### config.mk
export PLATFORM = sky130hd
export DESIGN_NAME = xbus_cycle_gen
export DESIGN_NICKNAME = d
export VERILOG_FILES = /design/src/rtl/xbus_pkg.sv /design/src/rtl/xbus_phase_ctr.sv /design/src/rtl/xbus_cycle_reg.sv /design/src/rtl/xbus_strobe_dec.sv /design/src/rtl/xbus_cycle_gen.sv
export SDC_FILE = /design/constraint.sdc
export NUM_CORES = 1
export LEC_CHECK = 0
export ABC_AREA = 1
export BUFFER_PORTS_ARGS = -buffer_cell sky130_fd_sc_hd__buf_2
export CAP_MARGIN = 30
export CORE_ASPECT_RATIO = 2
export CORE_MARGIN = 3
export CORE_UTILIZATION = 44
export CTS_CLUSTER_SIZE = 10
export DETAILED_ROUTE_END_ITERATION = 10
export GPL_ROUTABILITY_DRIVEN = 0
export PLACE_DENSITY_LB_ADDON = 0.05
export SLEW_MARGIN = 0
export SYNTH_ARGS = -nofsm -noshare
export SYNTH_HDL_FRONTEND = slang
export SYNTH_SLANG_ARGS = --single-unit
### constraint.sdc
create_clock -name clk -period 1.7 [get_ports clk]
set_input_delay 0.255 -clock clk [delete_from_list [all_inputs] [get_ports clk]]
set_output_delay 0.255 -clock clk [all_outputs]
set_load 0.02 [all_outputs]
### src/rtl/xbus_pkg.sv
package xbus_pkg;
  localparam int PH_N   = 12;
  localparam int PHW    = $clog2(PH_N);
  localparam int HALF_I = PH_N / 2;

  typedef logic [PHW-1:0] phase_t;

  localparam phase_t PH_LAST = phase_t'(PH_N - 1);
  localparam phase_t PH_HALF = phase_t'(HALF_I);
  localparam phase_t ALE_W   = phase_t'(2);
  localparam phase_t PSEN_LO = ALE_W + phase_t'(1);
  localparam phase_t PSEN_HI = PH_HALF - phase_t'(1);
  localparam phase_t STB_LO  = ALE_W + phase_t'(3);
  localparam phase_t STB_HI  = STB_LO + phase_t'(5);
  localparam phase_t WDAT_LO = STB_LO - phase_t'(1);

  typedef enum logic [1:0] {CK_IDLE, CK_FETCH, CK_DRD, CK_DWR} ckind_t;

  function automatic logic in_win(phase_t p, phase_t lo, phase_t hi);
    return (p >= lo) && (p <= hi);
  endfunction

  function automatic phase_t half_off(phase_t p);
    return (p >= PH_HALF) ? p - PH_HALF : p;
  endfunction

  function automatic logic is_data(ckind_t k);
    return (k == CK_DRD) || (k == CK_DWR);
  endfunction
endpackage

### src/rtl/xbus_phase_ctr.sv
module xbus_phase_ctr
  import xbus_pkg::*;
(
  input  logic   clk,
  input  logic   rst_n,
  output phase_t phase,
  output logic   last
);
  assign last = (phase == PH_LAST);

  always_ff @(posedge clk or negedge rst_n) begin
    if (!rst_n)    phase <= '0;
    else if (last) phase <= '0;
    else           phase <= phase + phase_t'(1);
  end
endmodule

### src/rtl/xbus_cycle_reg.sv
module xbus_cycle_reg
  import xbus_pkg::*;
#(
  parameter int          AW       = 16,
  parameter int          DW       = 8,
  parameter logic [7:0]  AUX_ADDR = 8'h8E
) (
  input  logic          clk,
  input  logic          rst_n,
  input  logic          last,
  input  logic          fetch_req,
  input  logic [AW-1:0] fetch_addr,
  input  logic          data_req,
  input  logic          data_we,
  input  logic          data_wide,
  input  logic [AW-1:0] data_addr,
  input  logic [DW-1:0] data_wdata,
  input  logic          sfr_we,
  input  logic [7:0]    sfr_addr,
  input  logic [7:0]    sfr_wdata,
  output ckind_t        kind,
  output logic [AW-1:0] addr,
  output logic          wide,
  output logic [DW-1:0] wdata,
  output logic          quiet
);
  ckind_t next_kind;

  always_comb begin
    if (data_req)       next_kind = data_we ? CK_DWR : CK_DRD;
    else if (fetch_req) next_kind = CK_FETCH;
    else                next_kind = CK_IDLE;
  end

  always_ff @(posedge clk or negedge rst_n) begin
    if (!rst_n) begin
      kind  <= CK_IDLE;
      addr  <= '0;
      wide  <= 1'b0;
      wdata <= '0;
    end else if (last) begin
      kind  <= next_kind;
      addr  <= data_req ? data_addr : fetch_addr;
      wide  <= data_req & data_wide;
      wdata <= data_wdata;
    end
  end

  always_ff @(posedge clk or negedge rst_n) begin
    if (!rst_n)                               quiet <= 1'b0;
    else if (sfr_we && sfr_addr == AUX_ADDR)  quiet <= sfr_wdata[0];
  end
endmodule

### src/rtl/xbus_strobe_dec.sv
module xbus_strobe_dec
  import xbus_pkg::*;
#(
  parameter int AW = 16,
  parameter int DW = 8
) (
  input  phase_t        phase,
  input  ckind_t        kind,
  input  logic [AW-1:0] addr,
  input  logic          wide,
  input  logic [DW-1:0] wdata,
  input  logic          quiet,
  input  logic [AW-DW-1:0] p2_reg,
  output logic          ale,
  output logic          psen_n,
  output logic          rd_n,
  output logic          wr_n,
  output logic [DW-1:0] ad_out,
  output logic          ad_oe,
  output logic [AW-DW-1:0] a_hi
);
  phase_t        hp;
  logic          second, data_k, addr_win, strobe_win;
  logic          addr_drive, wdat_drive, ale_norm;
  logic [AW-1:0] cur_addr;

  always_comb begin
    hp         = half_off(phase);
    second     = (phase >= PH_HALF);
    data_k     = is_data(kind);
    addr_win   = (hp < ALE_W);
    strobe_win = in_win(phase, STB_LO, STB_HI);
    cur_addr   = (kind == CK_FETCH && second) ? addr + 1'b1 : addr;

    ale_norm   = addr_win && !(data_k && second);
    ale        = (quiet && !data_k) ? 1'b1 : ale_norm;
    psen_n     = !(kind == CK_FETCH && in_win(hp, PSEN_LO, PSEN_HI));
    rd_n       = !(kind == CK_DRD && strobe_win);
    wr_n       = !(kind == CK_DWR && strobe_win);

    addr_drive = (kind != CK_IDLE) && addr_win && !(data_k && second);
    wdat_drive = (kind == CK_DWR) && (phase >= WDAT_LO);
    ad_oe      = addr_drive || wdat_drive;
    if (addr_drive)      ad_out = cur_addr[DW-1:0];
    else if (wdat_drive) ad_out = wdata;
    else                 ad_out = '0;

    if (kind == CK_FETCH)     a_hi = cur_addr[AW-1:DW];
    else if (data_k && wide)  a_hi = addr[AW-1:DW];
    else                      a_hi = p2_reg;
  end
endmodule

### src/rtl/xbus_cycle_gen.sv
module xbus_cycle_gen
  import xbus_pkg::*;
#(
  parameter int         AW       = 16,
  parameter int         DW       = 8,
  parameter logic [7:0] AUX_ADDR = 8'h8E
) (
  input  logic             clk,
  input  logic             rst_n,
  input  logic             fetch_req,
  input  logic [AW-1:0]    fetch_addr,
  input  logic             data_req,
  input  logic             data_we,
  input  logic             data_wide,
  input  logic [AW-1:0]    data_addr,
  input  logic [DW-1:0]    data_wdata,
  input  logic [AW-DW-1:0] p2_reg,
  input  logic             sfr_we,
  input  logic [7:0]       sfr_addr,
  input  logic [7:0]       sfr_wdata,
  input  logic [DW-1:0]    ad_in,
  output logic             ale,
  output logic             psen_n,
  output logic             rd_n,
  output logic             wr_n,
  output logic [DW-1:0]    ad_out,
  output logic             ad_oe,
  output logic [AW-DW-1:0] a_hi,
  output logic [DW-1:0]    rd_data,
  output logic             rd_valid,
  output logic             cyc_end
);
  phase_t        phase;
  logic          last;
  ckind_t        kind;
  logic [AW-1:0] addr;
  logic          wide;
  logic [DW-1:0] wdata;
  logic          quiet;
  logic          capture;

  xbus_phase_ctr u_ctr (
    .clk(clk), .rst_n(rst_n), .phase(phase), .last(last)
  );

  xbus_cycle_reg #(.AW(AW), .DW(DW), .AUX_ADDR(AUX_ADDR)) u_reg (
    .clk(clk), .rst_n(rst_n), .last(last),
    .fetch_req(fetch_req), .fetch_addr(fetch_addr),
    .data_req(data_req), .data_we(data_we), .data_wide(data_wide),
    .data_addr(data_addr), .data_wdata(data_wdata),
    .sfr_we(sfr_we), .sfr_addr(sfr_addr), .sfr_wdata(sfr_wdata),
    .kind(kind), .addr(addr), .wide(wide), .wdata(wdata), .quiet(quiet)
  );

  xbus_strobe_dec #(.AW(AW), .DW(DW)) u_dec (
    .phase(phase), .kind(kind), .addr(addr), .wide(wide), .wdata(wdata),
    .quiet(quiet), .p2_reg(p2_reg),
    .ale(ale), .psen_n(psen_n), .rd_n(rd_n), .wr_n(wr_n),
    .ad_out(ad_out), .ad_oe(ad_oe), .a_hi(a_hi)
  );

  assign capture = (kind == CK_DRD) && (phase == STB_HI);
  assign cyc_end = last;

  always_ff @(posedge clk or negedge rst_n) begin
    if (!rst_n) begin
      rd_data  <= '0;
      rd_valid <= 1'b0;
    end else begin
      rd_valid <= capture;
      if (capture) rd_data <= ad_in;
    end
  end
endmodule

==> results of run 1 <==
## cell usage in the layout (no fill, tap or decap), types with 2 or more instances in the layout
cell,count
nor2_4,9
ha_4,4
nand3_1,13
inv_4,2
dfrtp_1,38
nor2_1,12
mux2_4,8
buf_12,3
nand2_2,16
o21ai_2,2
buf_2,80
o211ai_1,17
nand4_1,6
o21ai_0,29
nand2_4,5
nand2_1,100
o21ai_1,2
clkbuf_16,8
inv_1,42
xor2_1,4
nand3_2,8
nor2_2,5
inv_2,4
dfrtp_2,3
a21oi_1,10
buf_4,38
buf_6,32
clkinvlp_4,3
## critical path: stages, from the launching register on
cell     delay, ps
dfrtp_1        380
ha_2           210
nand3_2        110
nor2_4         160
nand2_2         70
nor2_2         180
nand3_1        110
nand2_1         90
nand3_2         70
nand2_2         70
buf_6          110
## how the worst max path moves through the flow
stage | to | slack (ps) | cells after the start
5_1_grt | a_hi[6] | -470 | 10
4_1_cts | a_hi[2] | -350 | 10
3_5_place_dp | a_hi[6] | -120 | 10
6_report | a_hi[6] | -410 | 10
2_1_floorplan | ad_out[0] | 10 | 9
3_3_place_gp | ad_out[0] | -70 | 10
## metal layers
layer | GRT usage | vias up | share of wire
met2 | 0.4526 | 103 | 0.57
li1 | - | 1503 | -
met1 | 0.2431 | 1422 | 0.34
met4 | 0.1230 | 0 | 0.037
met5 | 0 | - | 0
met3 | 0.03567 | 25 | 0.048
## Yosys cell counts
cell type    n
nand2_1    120
inv_1       48
dfrtp_1     41
o21ai_0     34
nand3_1     21
nor2_1      19
o211ai_1    17
a21oi_1     12
mux2_2       8
buf_2        6
clkbuf_1     6
ha_1         6
nand4_1      6
xor2_1       5
nor2_4       3
inv_2        2
nor2_2       2
or2_2        2
a211oi_1     1
nand2_2      1
nand2_4      1
nand3_2      1
nand3b_1     1
nor2_8       1
nor3_1       1
nor3_2       1
nor3_4       1
nor4_1       1
xnor2_1      1
## power by group
| part | switching [W] | leakage (nW) | internal (W) |
|---|---|---|---|
| clock | 0.000422 | 0.0800 | 0.000695 |
| sequential | 0.0000552 | 0.488 | 0.00104 |
| combinational | 0.000334 | 1.74 | 0.000284 |
| total | 0.000811 | 2.31 | 0.00202 |
## sequential cells by signal (all words and copies together) (netlist names)
| signal | flops |
|---|---|
| rd_data | 8 |
| rd_valid | 1 |
| u_ctr.phase | 4 |
| u_reg.addr | 16 |
| u_reg.kind | 2 |
| u_reg.quiet | 1 |
| u_reg.wdata | 8 |
| u_reg.wide | 1 |
## timing repair
action,4_1_cts,5_1_grt
pin swaps,20,24
endpoints found under the hold margin,0,0
gates resized for setup,80,62
setup endpoints to repair,24,32
gates cloned,2,4
buffers inserted,6,11
## through the flow
stage	worst slack [ps]	TNS (ps)
after floorplan	10.34	0
after global placement	-66.80	-287.4
after detailed placement	-117.8	-810.1
after CTS	-351.3	-6647
after global routing	-468.2	-14710
final	-407.1	-9943
## cell type report
type,instances,area [um2],area share
flip-flops and latches,41,1030,0.2345
clock buffers,5,125.1,0.02849
inverters,50,203.9,0.04644
well taps,61,76.32,0.01738
repair buffers,156,1181,0.2689
clock inverters,3,46.29,0.01054
multi-input cells,268,1722,0.3920
repair inverters,1,7.507,0.001709
## logic make-up (layout without fill, tap and decap cells)
logic type,after synthesis,after routing,share of synthesized area
and+or+nand+nor,182,184,0.3061
xor gates and xnor gates,6,6,0.01972
adders and majority gates,6,6,0.02817
muxes,8,8,0.03380
buffers and inverters,62,215,0.09014
AOI/OAI and AO/OA,64,64,0.1371
DFF,41,41,0.3850
==> impl_results.md, run 1 <==
- Status: finished with violations
- Failing checks: negative hold slack, negative setup slack
- DR WL/cell: 15.54 um
- Die width: 61.03 um
- R2R Path Start: u_ctr.phase[1]$_DFF_PN0_
- Initial core utilization: 0.4590
- Largest net degree at the start of global routing: 29
- Pleak: 2.310 nW
- Util after Layout: 0.7563
- Gate Count Post-Synth: ~370
- Via/cell ratio: 5.219
- CP Max Fanout: 3
- Max-slew violation count: 0
- Beginning of the critical path: u_reg.addr[1]$_DFFE_PN0P_
- Critical Path RT: 1440 ps
- ANT cells: 0
- Register area share after synthesis: 0.3850
- #FFs+latches synth: 41
- CTS tree: built
- Final std cells w/o fill: 585
- Layout net count: 608
- Reg2Reg Depth: 11
- Distinct cells, synth: 29
- DR vias: around 3.1k
- Mapped Area: 2665 um2
- Vias in the first global route: 2890
- Cells after DPL: between 500 and 600
- Root Buffer Master: clkbuf_16
- CP Capture Type: output port
- PD cells: approximately 640 nW/um2
- Fin area: 4392 um2
- Initial DRC count: 139
- First-pass GRT wire length: roughly 13000 um
- Hold buffer count at CTS: 0
- RSZ-0062 raised after global routing: true
- Grt ovf: 0
- H-tree depth: 2
- Tot GR Track Use: 0.2424
- Minimum clock period: 2107 ps
- Final Cycle Share: 1.239
- Slew @ Worst Pin: around 680 ps
- CP startpoint kind: flip-flop
- Layout filler cell count: 443
- CTS Sinks: 41
- Max VDD drop: 0.8412 mV
- Setup ws final: -407.1 ps
- Ports: 110
- Class of the tightest hold or removal check: in -> async
- Critical path arrival: 1850 ps
- R2r setup slk: -190 ps
- Area of placed instances: 3511 um2
- CTS max path bufs: 2
- Core box area: 5807 um2
- Top cells by area, synth: dfrtp_1, nand2_1, inv_1, o21ai_0, o211ai_1
- FP Rows: 39
- Die Ht: 116.1 um
- Area Overhead vs Synth: 64.79%
- Hold WS: -2.711 ps
- Setup violations, final: 56
- Port buffer count: slightly above 100
- Layout cell share with drive strength beyond 1: 0.4695
- Top-area cell type share of the netlist area: 0.3850
- Reg-to-reg critical path endpoint: u_ctr.phase[3]$_DFF_PN0_
- Synth Warn #: 0
- Max Freq: 474.6 MHz
- WS Path Type: reg -> out
- Total power: between 0.002 and 0.003 W
- ANT nets after route: 0
- Reg clk slew, reported paths: roughly 60 ps
- Clock skew: 5.842 ps
- Max Cap Viol: 0
- Clk_lat worst skew: approximately 290 ps
- Final Hold Vio Count: 1
- DRT Pass-1 Iters: 4
- Leading area contributor after synthesis: dfrtp_1
- Initial antenna violation count: 0
- Drt drc: 0
- Placed wire-length estimate: ~6000 um
- Die area: 7083 um2
- Avg Cell Area, Syn: 7.222 um2
- Routed WL: 9090 um
- Post-Syn Nets: 454
- Num CTS Buffers: 5
- Slew headroom: 0.5500
No activity file was read; power rests on OpenSTA's default activity.
==> inputs of run 2 (changes only) <==
==> constraint.sdc (replaced) <==
create_clock -name clk -period 1.7 [get_ports clk]
set_input_delay 0.34 -clock clk [delete_from_list [all_inputs] [get_ports clk]]
set_output_delay 0.34 -clock clk [all_outputs]
set_load 0.02 [all_outputs]
==> impl_results.md, run 2 (same netlist as run 1, synthesis figures left out) <==
- Most frequent cells in the layout: nand2_1, buf_2, inv_1
- Net Sw Power: 0.0008039 W (-0.87%)
- Fin area: 4195 um2 (-4.5%)
- CTS tree: built
- Reg-to-reg critical path endpoint: u_reg.addr[2]$_DFFE_PN0P_
- Port buffer count: 102 (unchanged)
- Routed WL: 8605 um (-5.3%)
- Num CTS Buffers: 5 (unchanged)
- Initial DRC count: 134 (-3.6%)
- WS Path Type: reg -> out
- Core box area: 5807 um2 (unchanged)
- DR WL met2: 4865 um (-6.5%)
- Die width: 61.03 um (unchanged)
- Max Cap Viol: 0 (unchanged)
- Layout net count: 602 (-0.99%)
- Wire length on met1: 2941 um (-5.6%)
- Placed wire-length estimate: 6270 um (+6.9%)
- CP Max Fanout: 6 (+3)
- Cells after DPL: 558 (+0.54%)
- ANT cells: 0 (unchanged)
- Die Ht: 116.1 um (unchanged)
- R2R Path Start: u_ctr.phase[2]$_DFF_PN0_
- Largest regs: u_reg.addr (16), rd_data (8), u_reg.wdata (8)
- Failing checks: negative setup slack
- Vias in the first global route: 2949 (+2.0%)
- Final Cycle Share: 1.286 (+0.04699)
- Final Hold Vio Count: 0 (-1)
- Reg2Reg Depth: 9 (-2)
- Max-slew violation count: 0 (unchanged)
- Initial antenna violation count: 0 (unchanged)
- First-pass GRT wire length: 13050 um (+1.6%)
- Setup slack at placement: -223.3 ps (-105.5 ps)
- Tot GR Track Use: 0.2490 (+0.006603)
- Status: finished with violations
- Initial core utilization: 0.4590 (unchanged)
- Clock power share: 0.418 (+0.023)
- Die area: 7083 um2 (unchanged)
- Hold buffer count at CTS: 0 (unchanged)
- Commonest non-fill, non-tap cell in the layout: nand2_1
- Area of placed instances: 3570 um2 (+1.7%)
- DR WL/cell: 14.86 um (-4.4%)
- PD cells: 710.8 nW/um2 (+10%)
- Met3 WL: 425 um (-1.8%)
- Minimum clock period: 2187 ps (+79.88 ps)
- Clk_lat worst skew: 280 ps (about the same)
- Top reg by flops: u_reg.addr
- Layout cell share with drive strength beyond 1: 0.4517 (-0.01773)
- Hold WS: 22.22 ps (+24.93 ps)
- Slew @ Worst Pin: 553.6 ps (-121.5 ps)
- Final std cells w/o fill: 579 (-1.0%)
- Critical path arrival: 1850 ps (about the same)
- H-tree depth: 2 (unchanged)
- Sequential power share: 0.366 (-0.021)
- Drt drc: 0 (unchanged)
- Ports: 110 (unchanged)
- Slew headroom: 0.6310 (+0.08100)
- Sw frac: 0.2696 (-0.01692)
- R2r setup slk: 10 ps (+200 ps)
- CP startpoint kind: flip-flop
- Setup violations, final: 22 (-61%)
- RSZ-0062 raised after global routing: true
- Setup ws final: -486.9 ps (-79.88 ps)
- CTS max path bufs: 2 (unchanged)
- FP Rows: 39 (unchanged)
- Max Freq: 457.3 MHz (-3.7%)
- Comb pwr share: 0.215 (-0.004)
- Critical Path RT: 1360 ps (-80 ps)
- Area Overhead vs Synth: 57.42%
- Pleak: 2.209 nW (-4.4%)
- Number of flip-flops in the largest register: 16 (unchanged)
- CTS Sinks: 41 (unchanged)
- Util after Layout: 0.7225 (-0.03383)
- Via/cell ratio: 5.202 (-0.32%)
- CP Capture Type: output port
- Top routing layer used: met4
- Largest net degree at the start of global routing: 35 (+21%)
- Reg clk slew, reported paths: 60 ps (about the same)
- Class of the tightest hold or removal check: in -> async
- Grt ovf: 0 (unchanged)
- ANT nets after route: 0 (unchanged)
- Internal power: 0.002178 W (+7.8%)
- Root Buffer Master: clkbuf_16
- DR vias: 3012 (-1.3%)
- Clock skew: 4.969 ps (-0.8734 ps)
- DRT Pass-1 Iters: 4 (unchanged)
- Max VDD drop: 0.7451 mV (-11%)
==> run 2: changes by cell type in the layout (fill, tap and decap cells not counted), moves of 3 or more <==
cell | before | now
o21ai_1 | 2 | 6
mux2_4 | 8 | 0
buf_6 | 32 | 28
clkbuf_16 | 8 | 5
buf_4 | 38 | 41
ha_1 | 1 | 4
mux2_2 | 0 | 8
==> run 2: how the worst max path moves through the flow <==
stage                                         from        end  slack [ps]  cells after the start
after floorplan           u_ctr.phase[1]$_DFF_PN0_  ad_out[4]         -10                      9
after global placement    u_ctr.phase[2]$_DFF_PN0_  ad_out[6]        -180                     10
after detailed placement  u_ctr.phase[2]$_DFF_PN0_  ad_out[6]        -220                     10
after CTS                 u_ctr.phase[1]$_DFF_PN0_      ad_oe        -450                      9
after global routing      u_ctr.phase[1]$_DFF_PN0_  ad_out[3]        -550                     10
final                     u_ctr.phase[1]$_DFF_PN0_      ad_oe        -490                      9
==> run 2: worst max-delay path: stages, from the launching register on <==
cell and delay (ps):
dfrtp_2 460, ha_4 180, nand2_4 70, nand3_4 120, nand2_2 90, nand2_2 70
nand2_4 110, nor2_4 70, or2_4 260, buf_6 130
==> run 2: cell type report <==
class | count | area (um2)
repair inverters | 1 | 7.507
inverters | 50 | 198.9
well taps | 61 | 76.32
fillers | 474 | 1612
clock inverters | 3 | 68.82
repair buffers | 150 | 1044
multi-input cells | 268 | 1644
flip-flops and latches | 41 | 1031
clock buffers | 5 | 125.1
==> run 2: repair_timing <==
action                                 CTS  global route
endpoints found under the hold margin    0             0
setup endpoints to repair               38            41
pin swaps                               26            15
cloned                                   3             0
gates resized for setup                 81            24
buffers inserted                         8             3
==> run 2: layer usage <==
| layer | vias to the layer above | global-route usage |
|---|---|---|
| met1 | 1373 | 0.2388 |
| met2 | 121 | 0.4696 |
| met3 | 30 | 0.04236 |
| met5 | - | 0 |
| li1 | 1488 | - |
| met4 | 0 | 0.1317 |
==> run 2: power by group through the flow <==
| stage | clock, W | sequential [W] | combinational [W] |
|---|---|---|---|
| after global placement | 0 | 0.00110 | 0.000532 |
| after CTS | 0.00127 | 0.00109 | 0.000623 |
| after global routing | 0.00130 | 0.00110 | 0.000700 |
| after detailed placement | 0 | 0.00110 | 0.000541 |
| final | 0.00125 | 0.00109 | 0.000642 |
| after floorplan | 0 | 0.00112 | 0.000266 |
==> run 2: metrics by stage <==
stage / power (W) / TNS [ps]
after CTS: 0.002979 / -8582
final: 0.002982 / -8581
after detailed placement: 0.001644 / -2819
after global placement: 0.001632 / -2207
after floorplan: 0.001386 / -53.50
after global routing: 0.003104 / -10920
